### src/rtl/vpw_sym_pkg.sv
package vpw_sym_pkg;

    typedef struct packed {
        logic eod;
        logic eof;
        logic ifs;
        logic brk;
    } sym_ev_t;

    typedef struct packed {
        logic    line_prev;
        logic    in_period;
        logic    ifs_done;
        logic    brk_flag;
        sym_ev_t ev;
    } cls_state_t;

endpackage

### src/rtl/vpw_line_sync.sv
module vpw_line_sync #(
    parameter int STAGES = 2
) (
    input  logic clk,
    input  logic rst_n,
    input  logic din,
    output logic dout
);
    logic [STAGES-1:0] sh_d, sh_q;

    always_comb begin
        sh_d = {sh_q[STAGES-2:0], din};
    end

    always_ff @(posedge clk or negedge rst_n) begin
        if (!rst_n) sh_q <= '0;
        else        sh_q <= sh_d;
    end

    assign dout = sh_q[STAGES-1];
endmodule

### src/rtl/vpw_width_counter.sv
module vpw_width_counter #(
    parameter int CW = 9
) (
    input  logic          clk,
    input  logic          rst_n,
    input  logic          restart,
    input  logic          tick,
    output logic [CW-1:0] cnt,
    output logic          adv
);
    localparam logic [CW-1:0] CMAX = '1;

    logic [CW-1:0] cnt_d, cnt_q;

    always_comb begin
        adv   = tick && !restart && (cnt_q != CMAX);
        cnt_d = cnt_q;
        if (restart)  cnt_d = '0;
        else if (adv) cnt_d = cnt_q + 1'b1;
    end

    always_ff @(posedge clk or negedge rst_n) begin
        if (!rst_n) cnt_q <= '0;
        else        cnt_q <= cnt_d;
    end

    assign cnt = cnt_q;

    // the counter never wraps past its ceiling
    a_r9_saturate: assert property (@(posedge clk) disable iff (!rst_n)
        (cnt_q == CMAX) |=> (cnt_q == CMAX || cnt_q == '0));
endmodule

### src/rtl/vpw_symbol_timer.sv
module vpw_symbol_timer
    import vpw_sym_pkg::*;
#(
    parameter int CW       = 9,
    parameter int SYNC_FF  = 2,
    parameter int EOD_US   = 200,
    parameter int EOF_US   = 280,
    parameter int IFS_US   = 300,
    parameter int BRK_US   = 239
) (
    input  logic clk,
    input  logic rst_n,
    input  logic line_in,
    input  logic us_tick,
    input  logic tx_busy,
    input  logic brk_clr,
    output logic eod_pulse,
    output logic eof_pulse,
    output logic ifs_pulse,
    output logic brk_pulse,
    output logic brk_flag,
    output logic tx_permit,
    output logic tx_abort
);
    localparam logic [CW-1:0] EOD_T = CW'(EOD_US);
    localparam logic [CW-1:0] EOF_T = CW'(EOF_US);
    localparam logic [CW-1:0] IFS_T = CW'(IFS_US);
    localparam logic [CW-1:0] BRK_T = CW'(BRK_US);

    logic          line_s;
    logic          edge_seen, rise_seen;
    logic          adv;
    logic [CW-1:0] cnt, nxt;
    logic          pas_step, act_step;
    cls_state_t    st_d, st_q;

    vpw_line_sync #(.STAGES(SYNC_FF)) u_sync (
        .clk(clk), .rst_n(rst_n), .din(line_in), .dout(line_s)
    );

    vpw_width_counter #(.CW(CW)) u_cnt (
        .clk(clk), .rst_n(rst_n), .restart(edge_seen), .tick(us_tick),
        .cnt(cnt), .adv(adv)
    );

    always_comb begin
        edge_seen = line_s ^ st_q.line_prev;
        rise_seen = edge_seen && line_s;
        nxt       = cnt + 1'b1;
        pas_step  = adv && st_q.in_period && !line_s;
        act_step  = adv && st_q.in_period && line_s;

        st_d           = st_q;
        st_d.line_prev = line_s;
        st_d.in_period = st_q.in_period || edge_seen;
        st_d.ev.eod    = pas_step && (nxt == EOD_T);
        st_d.ev.eof    = pas_step && (nxt == EOF_T);
        st_d.ev.ifs    = pas_step && (nxt == IFS_T);
        st_d.ev.brk    = act_step && (nxt == BRK_T);

        if (rise_seen)        st_d.ifs_done = 1'b0;
        else if (st_d.ev.ifs) st_d.ifs_done = 1'b1;

        if (st_d.ev.brk)  st_d.brk_flag = 1'b1;
        else if (brk_clr) st_d.brk_flag = 1'b0;
    end

    always_ff @(posedge clk or negedge rst_n) begin
        if (!rst_n) begin
            st_q          <= '0;
            st_q.ifs_done <= 1'b1;
        end else begin
            st_q <= st_d;
        end
    end

    assign eod_pulse = st_q.ev.eod;
    assign eof_pulse = st_q.ev.eof;
    assign ifs_pulse = st_q.ev.ifs;
    assign brk_pulse = st_q.ev.brk;
    assign brk_flag  = st_q.brk_flag;
    assign tx_permit = st_q.ifs_done && !line_s;
    assign tx_abort  = st_q.brk_flag && line_s && tx_busy;

    // thresholds are distinct, so at most one event per cycle
    a_r9_one_event: assert property (@(posedge clk) disable iff (!rst_n)
        $onehot0({eod_pulse, eof_pulse, ifs_pulse, brk_pulse}));
    // a break pulse comes with the flag set
    a_r6_brk_sets_flag: assert property (@(posedge clk) disable iff (!rst_n)
        brk_pulse |-> brk_flag);
    // a clear without a new break drops the flag
    a_r7_clear_drops: assert property (@(posedge clk) disable iff (!rst_n)
        (brk_clr && !st_d.ev.brk) |=> !brk_flag);
    // separation-complete leaves the permission armed
    a_r4_ifs_arms: assert property (@(posedge clk) disable iff (!rst_n)
        ifs_pulse |-> st_q.ifs_done);
    // once the flag falls, no abort remains
    a_r8_abort_needs_flag: assert property (@(posedge clk) disable iff (!rst_n)
        $fell(brk_flag) |-> !tx_abort);
endmodule

### config.mk
export PLATFORM = sky130hd
export DESIGN_NAME = vpw_symbol_timer
export DESIGN_NICKNAME = d
export VERILOG_FILES = /design/src/rtl/vpw_sym_pkg.sv /design/src/rtl/vpw_line_sync.sv /design/src/rtl/vpw_width_counter.sv /design/src/rtl/vpw_symbol_timer.sv
export SDC_FILE = /design/constraint.sdc
export NUM_CORES = 1
export LEC_CHECK = 0
export ABC_AREA = 1
export BUFFER_PORTS_ARGS = -buffer_cell sky130_fd_sc_hd__clkbuf_2
export CORE_MARGIN = 5
export CORE_UTILIZATION = 53
export CTS_CLUSTER_SIZE = 14
export DETAILED_ROUTE_END_ITERATION = 8
export PLACE_DENSITY = 0.74
export SYNTH_ARGS = -nofsm -noshare
export SYNTH_HDL_FRONTEND = slang
export SYNTH_SLANG_ARGS = --single-unit
### constraint.sdc
create_clock -name clk -period 4.2 [get_ports clk]
set_clock_uncertainty 0.2 [all_clocks]
set_input_delay 0.42 -clock clk [delete_from_list [all_inputs] [get_ports clk]]
set_output_delay 0.42 -clock clk [all_outputs]
set_load 0.1 [all_outputs]
Word level (Yosys, flattened, before mapping)
Index checks and enable logic that the tools add are counted.
{"block": "op_classes", "addsub": 1, "n_mul": 0, "div_mod_pow": 0, "order_cmp": 0, "eq_ne": 5, "shift": 0, "mux": 6, "bitwise_logic": 1, "reduce_logical": 19}
{"operator": "9-bit by 8-bit == test with 1-bit output, second input constant", "count": 2}
{"operator": "9-bit == test, second input constant", "count": 2}
{"operator": "9-bit 2-to-1 mux", "count": 2}
{"operator": "1-bit logical AND", "count": 13}
{"operator": "9-bit by 1-bit adder with 9-bit output, second input constant", "count": 1}
{"operator": "9-bit != test, second input constant", "count": 1}
{"operator": "2-bit nonzero test", "count": 3}
{"operator": "1-bit 2-to-1 mux", "count": 4}
{"operator": "1-bit zero test", "count": 2}
{"operator": "1-bit logical OR", "count": 1}
{"operator": "1-bit XOR", "count": 1}
{"block": "totals", "register_bits": 19, "latchBits": 0, "ram_bits": 0, "rom_bits": 0, "mem_count": 0}

Longest topological paths before layout
{"block": "logic_depth", "ltp_word": 9, "mapped_depth": 11, "ltp_nobuf": 11}

Modules after synthesis
From an unflattened synthesis, not the netlist that was laid out.
{"block": "hier_totals", "hier_cells": 140, "area_unflattened_um2": 1141.1}
{"mod": "vpw_symbol_timer", "n_inst": 1, "cells_per_inst": 72, "area_each_um2": 579.3, "seq_area_each_um2": 201.4}
{"mod": "vpw_width_counter", "n_inst": 1, "cells_per_inst": 66, "area_each_um2": 511.7, "seq_area_each_um2": 225.2}
{"mod": "vpw_line_sync", "n_inst": 1, "cells_per_inst": 2, "area_each_um2": 50.0, "seq_area_each_um2": 50.0}

Worst setup path after synthesis
Ideal clock, no wire load.
{"block": "synth_path", "kind": "register to output", "start": "register st_q (netlist bit brk_flag)", "end": "output port tx_abort", "arrival_time_ps": 1832, "t_required_ps": 3580, "path_slack_ps": 1748, "path_stages_with_launch": 2, "cell_sequence": "dfrtp_1 -> and3_1"}
{"block": "synth_between", "elab_chain_len": 2}
{"item": "start, declared", "line": "vpw_symbol_timer.sv:35", "text": "cls_state_t st_d, st_q;"}
{"item": "start signal, assigned", "line": "vpw_symbol_timer.sv:73", "text": "st_q <= st_d;"}
{"item": "1-bit logical AND (2 in a row)", "line": "vpw_symbol_timer.sv:83", "text": "assign tx_abort = st_q.brk_flag && line_s && tx_busy;"}
{"item": "end, declared", "line": "vpw_symbol_timer.sv:23", "text": "output logic tx_abort"}
No other way between the ends.

Worst setup path in the final report
{"block": "layout_path", "start": "register u_cnt.cnt_q[0] (netlist: u_cnt.cnt[0])", "end": "register st_q[5] (netlist bit)"}
{"block": "layout_between", "elab_chain_len": 6, "elab_cells_between_ends": 8, "classes_between": "add/sub: 1; eq/ne: 2; reduce/logical: 5"}
{"item": "start, declared", "line": "vpw_width_counter.sv:13", "text": "logic [CW-1:0] cnt_d, cnt_q;"}
{"item": "start signal, assigned", "line": "vpw_width_counter.sv:24", "text": "else cnt_q <= cnt_d;"}
{"item": "branches (longest 4 deep; another with 9-bit by 1-bit adder with 9-bit output)"}
{"item": "1-bit logical AND *", "line": "vpw_symbol_timer.sv:58", "text": "st_d.ev.ifs = pas_step && (nxt == IFS_T);"}
{"item": "2-bit nonzero test (no line) *"}
Every way passes the cells marked *.
A chain may end at the register's enable or synchronous reset.

==> key figures <==
Place
  • Final HPWL DP: 1410 um
  • Area of placed instances: about 1000 um2
  • Gpl congestion: ~0.9
  • IO buf count: 12
  • Dpl cells: 152

Worst setup path
  • CP Depth: 11
  • CP top delay family: simple AND/OR/NAND/NOR gates
  • Arrival time worst endpoint: between 2 and 2.5 ns
  • Flop2flop setup slack: 1.85 ns
  • Critical path fanouts, max: 11
  • CP Capture Type: flop
  • Worst path cell trace: ha_1 -> nand3_1 -> nor4_1 -> ha_1 -> inv_1 -> nand3_1 -> nor2_1 -> nand3_1 -> nor2_1 -> nand3_2 -> a21oi_2
  • Most frequent CP cell: nand3_1
  • CP startpoint kind: flop
  • Critical Path RT: around 4.2 ns
  • Critical R2R Launch: u_cnt.cnt[0]
  • Buffers and inverters on the worst path: 1
  • Slowest CP cell: dfrtp_1
  • Worst reg2reg path depth: 11
  • Critical Path End: st_q[5]
  • CP Launch Point: u_cnt.cnt[0]
  • Reg-to-Reg End: st_q[5]
  • CP peak stage delay: 0.45 ns
  • Critical Setup Path Class: reg2reg

Synthesis
  • EDFF count, synth: 0
  • Synth cell count leaders: 23 x inv_1, 20 x nand2_1, 18 x dfrtp_1
  • Top-count cell post-synth: inv_1
  • Syn Inst Count: 116
  • Share of the synthesized area in the top cell type: 0.470
  • Post-Synthesis Mean Instance Area: ~8.3 um2
  • Distinct cells, synth: 20
  • Syn_nets: roughly 130
  • Largest area contributor in the netlist: dfrtp_1
  • Number of synthesized register bits: 19
  • Asr flop ratio synth: 1.00
  • Sequential share of the synthesized area: 0.497
  • Mapped Area: 958 um2
  • Dominant synthesized flop cell: dfrtp_1
  • Yosys warns: 0
  • Most area-consuming cells after synthesis: dfrtp_1 47%, inv_1 9.0%, nand2_1 7.8%

Drt
  • DR pass1 iterations: 4
  • 1st-iter DRT viols: 28
  • DRT antenna net count: 0
  • Via count: about 790
  • # DRC: 0
  • WL per Instance: between 10 and 15 um
  • Via density per instance: just over 5
  • Final wirelength: about 1800 um

Pwr
  • Switching pwr: 0.0805 mW
  • Power per cell area: between 200 and 300 nW/um2
  • Design Power: ~0.31 mW
  • Leakage: 0.554 nW
  • Combinational power share: 0.083
  • VDD IR max: ~0.00022 V
  • Clk pwr share: 0.293
  • Int Pwr: around 0.23 mW
  • Sw Share: 0.258
  • Reg power frac: 0.623

CTS
  • CTS tree: built
  • H-tree depth: 1
  • Total CTS buffers: 3
  • Later-pin clock latency in the skew report: 0.29 ns
  • Clk sinks: 19
  • Clk root buf: clkbuf_4
  • Worst-path clk slew: 0.11 ns
  • Post-CTS sizing: 0
  • Clk buf depth: 2

GRT
  • Global route overflow: 0
  • First-pass GRT wire length: approximately 3000 um
  • Vias in the first global route: 762
  • Initial antenna violation count: 0
  • Overall Global Routing Usage: 0.151
  • Largest net degree at the start of global routing: 20

Die
  • Die footprint: ~2800 um2
  • Core area: approximately 1700 um2
  • Initial core utilization: 0.555
  • Die W: roughly 53 um
  • Cell Rows: 15
  • Die height: 52.5 um
  • # IOs: 13

Timing
  • Fraction of the cycle the final worst path needs: 0.559
  • Worst slew margin: 0.641
  • Setup tns final: 0 ns
  • Finish-stage setup viols: 0
  • Hold Vio Cnt, Final: 0
  • Fin. max-slew vios: 0
  • Fmax: between 400 and 500 MHz
  • Worst-Margin Slew: between 0.5 and 0.6 ns
  • Minimum clock period after layout: between 2 and 2.5 ns
  • RSZ-0062 raised after global routing: false

Finish
  • Antenna diode count: 0
  • Design area: around 1100 um2
  • Final Non-Filler Cells: ~160
  • Area grow syn2layout: 12.9%
  • Fraction of layout cells with a size suffix above 1: 0.182
  • Fin nets: ~140
  • Post-layout util: 0.627

Worst hold path
  • Hold WC Path Type: in2reg
  • Hold Path Cell Cnt: 1

Run status
  • Status: finished, final reports clean

Flow run
  • Max-cap violation count: 0
what timing repair did:
item / CTS / global route
buffers inserted: 0 / 0
hold endpoints to repair: 18 / 0
hold buffers: 1 / 0
state kept, by name, summed over array words and instances, names as in the netlist:
name	flops
ifs_pulse	1
brk_pulse	1
u_sync.sh_q	2
brk_flag	1
st_q	3
eod_pulse	1
u_cnt.cnt	9
eof_pulse	1
cells by family (layout without fill, tap and decap cells):
group	count (synthesis)	in the layout	share of synthesized area
and+or+nand+nor	55	55	0.264
buffers and inverters	24	40	0.0953
DFF	19	19	0.497
AOI/OAI and AO/OA	13	13	0.0783
adders and majority gates	5	5	0.0653
cells in the final DEF (no fill, tap or decap), drive strengths merged:
cell / count
o22ai: 5
ha: 5
inv: 23
nand3: 9
a21oi: 1
dfstp: 1
clkbuf: 15
nand4: 2
dfrtp: 18
and3: 3
clkinv: 1
dlygate4sd3: 1
nor4: 1
nor3: 3
o21ai: 7
nand2: 21
nor2: 16
layer usage:
layer  track usage  vias to the layer above  wire length, um
li1              -                      401                -
met1         0.183                      360              804
met2         0.254                       24              859
met3        0.0370                        4              100
met4        0.0638                        0               27
met5             0                        -                0
metrics by stage:
stage	hold WS [ns]	worst slack, ns
6_report	0.0263	1.85
2_1_floorplan	-0.0756	1.75
3_5_place_dp	0.139	1.88
4_1_cts	0.0207	1.84
3_3_place_gp	0.144	1.94
5_1_grt	0.0198	1.60
final cells by class:
class	instances	area (um2)
Timing Repair Buffer	13	70.1
Sequential cell	19	477
Fill cell	163	644
Inverter	23	86.3
Multi-Input combinational cell	73	390
Tap cell	25	31.3
Clock buffer	3	22.5
Clock inverter	1	5.00
power by group through the flow:
stage / Combinational (mW) / Sequential (mW) / Clock [mW]
3_3_place_gp: 0.0245 / 0.198 / 0
4_1_cts: 0.0260 / 0.195 / 0.0937
3_5_place_dp: 0.0249 / 0.198 / 0
6_report: 0.0260 / 0.195 / 0.0916
5_1_grt: 0.0303 / 0.196 / 0.103
2_1_floorplan: 0.0160 / 0.197 / 0
worst min-delay path by stage:
stage / startpoint / endpoint
floorplan: rst_n / brk_flag
global placement: u_sync.sh_q[0] / u_sync.sh_q[1]
detailed placement: u_sync.sh_q[0] / u_sync.sh_q[1]
CTS: line_in / u_sync.sh_q[0]
global route: line_in / u_sync.sh_q[0]
finish: line_in / u_sync.sh_q[0]
worst register-to-register path: cells and delay by family, from the launching register on:
family | cells | cell delay, ns
simple gates | 7 | 1.00
flops | 1 | 0.45
fa+ha+maj | 2 | 0.43
compound gates | 1 | 0.14
buf+inv | 1 | 0.05
Power figures use the tool's default switching activity.
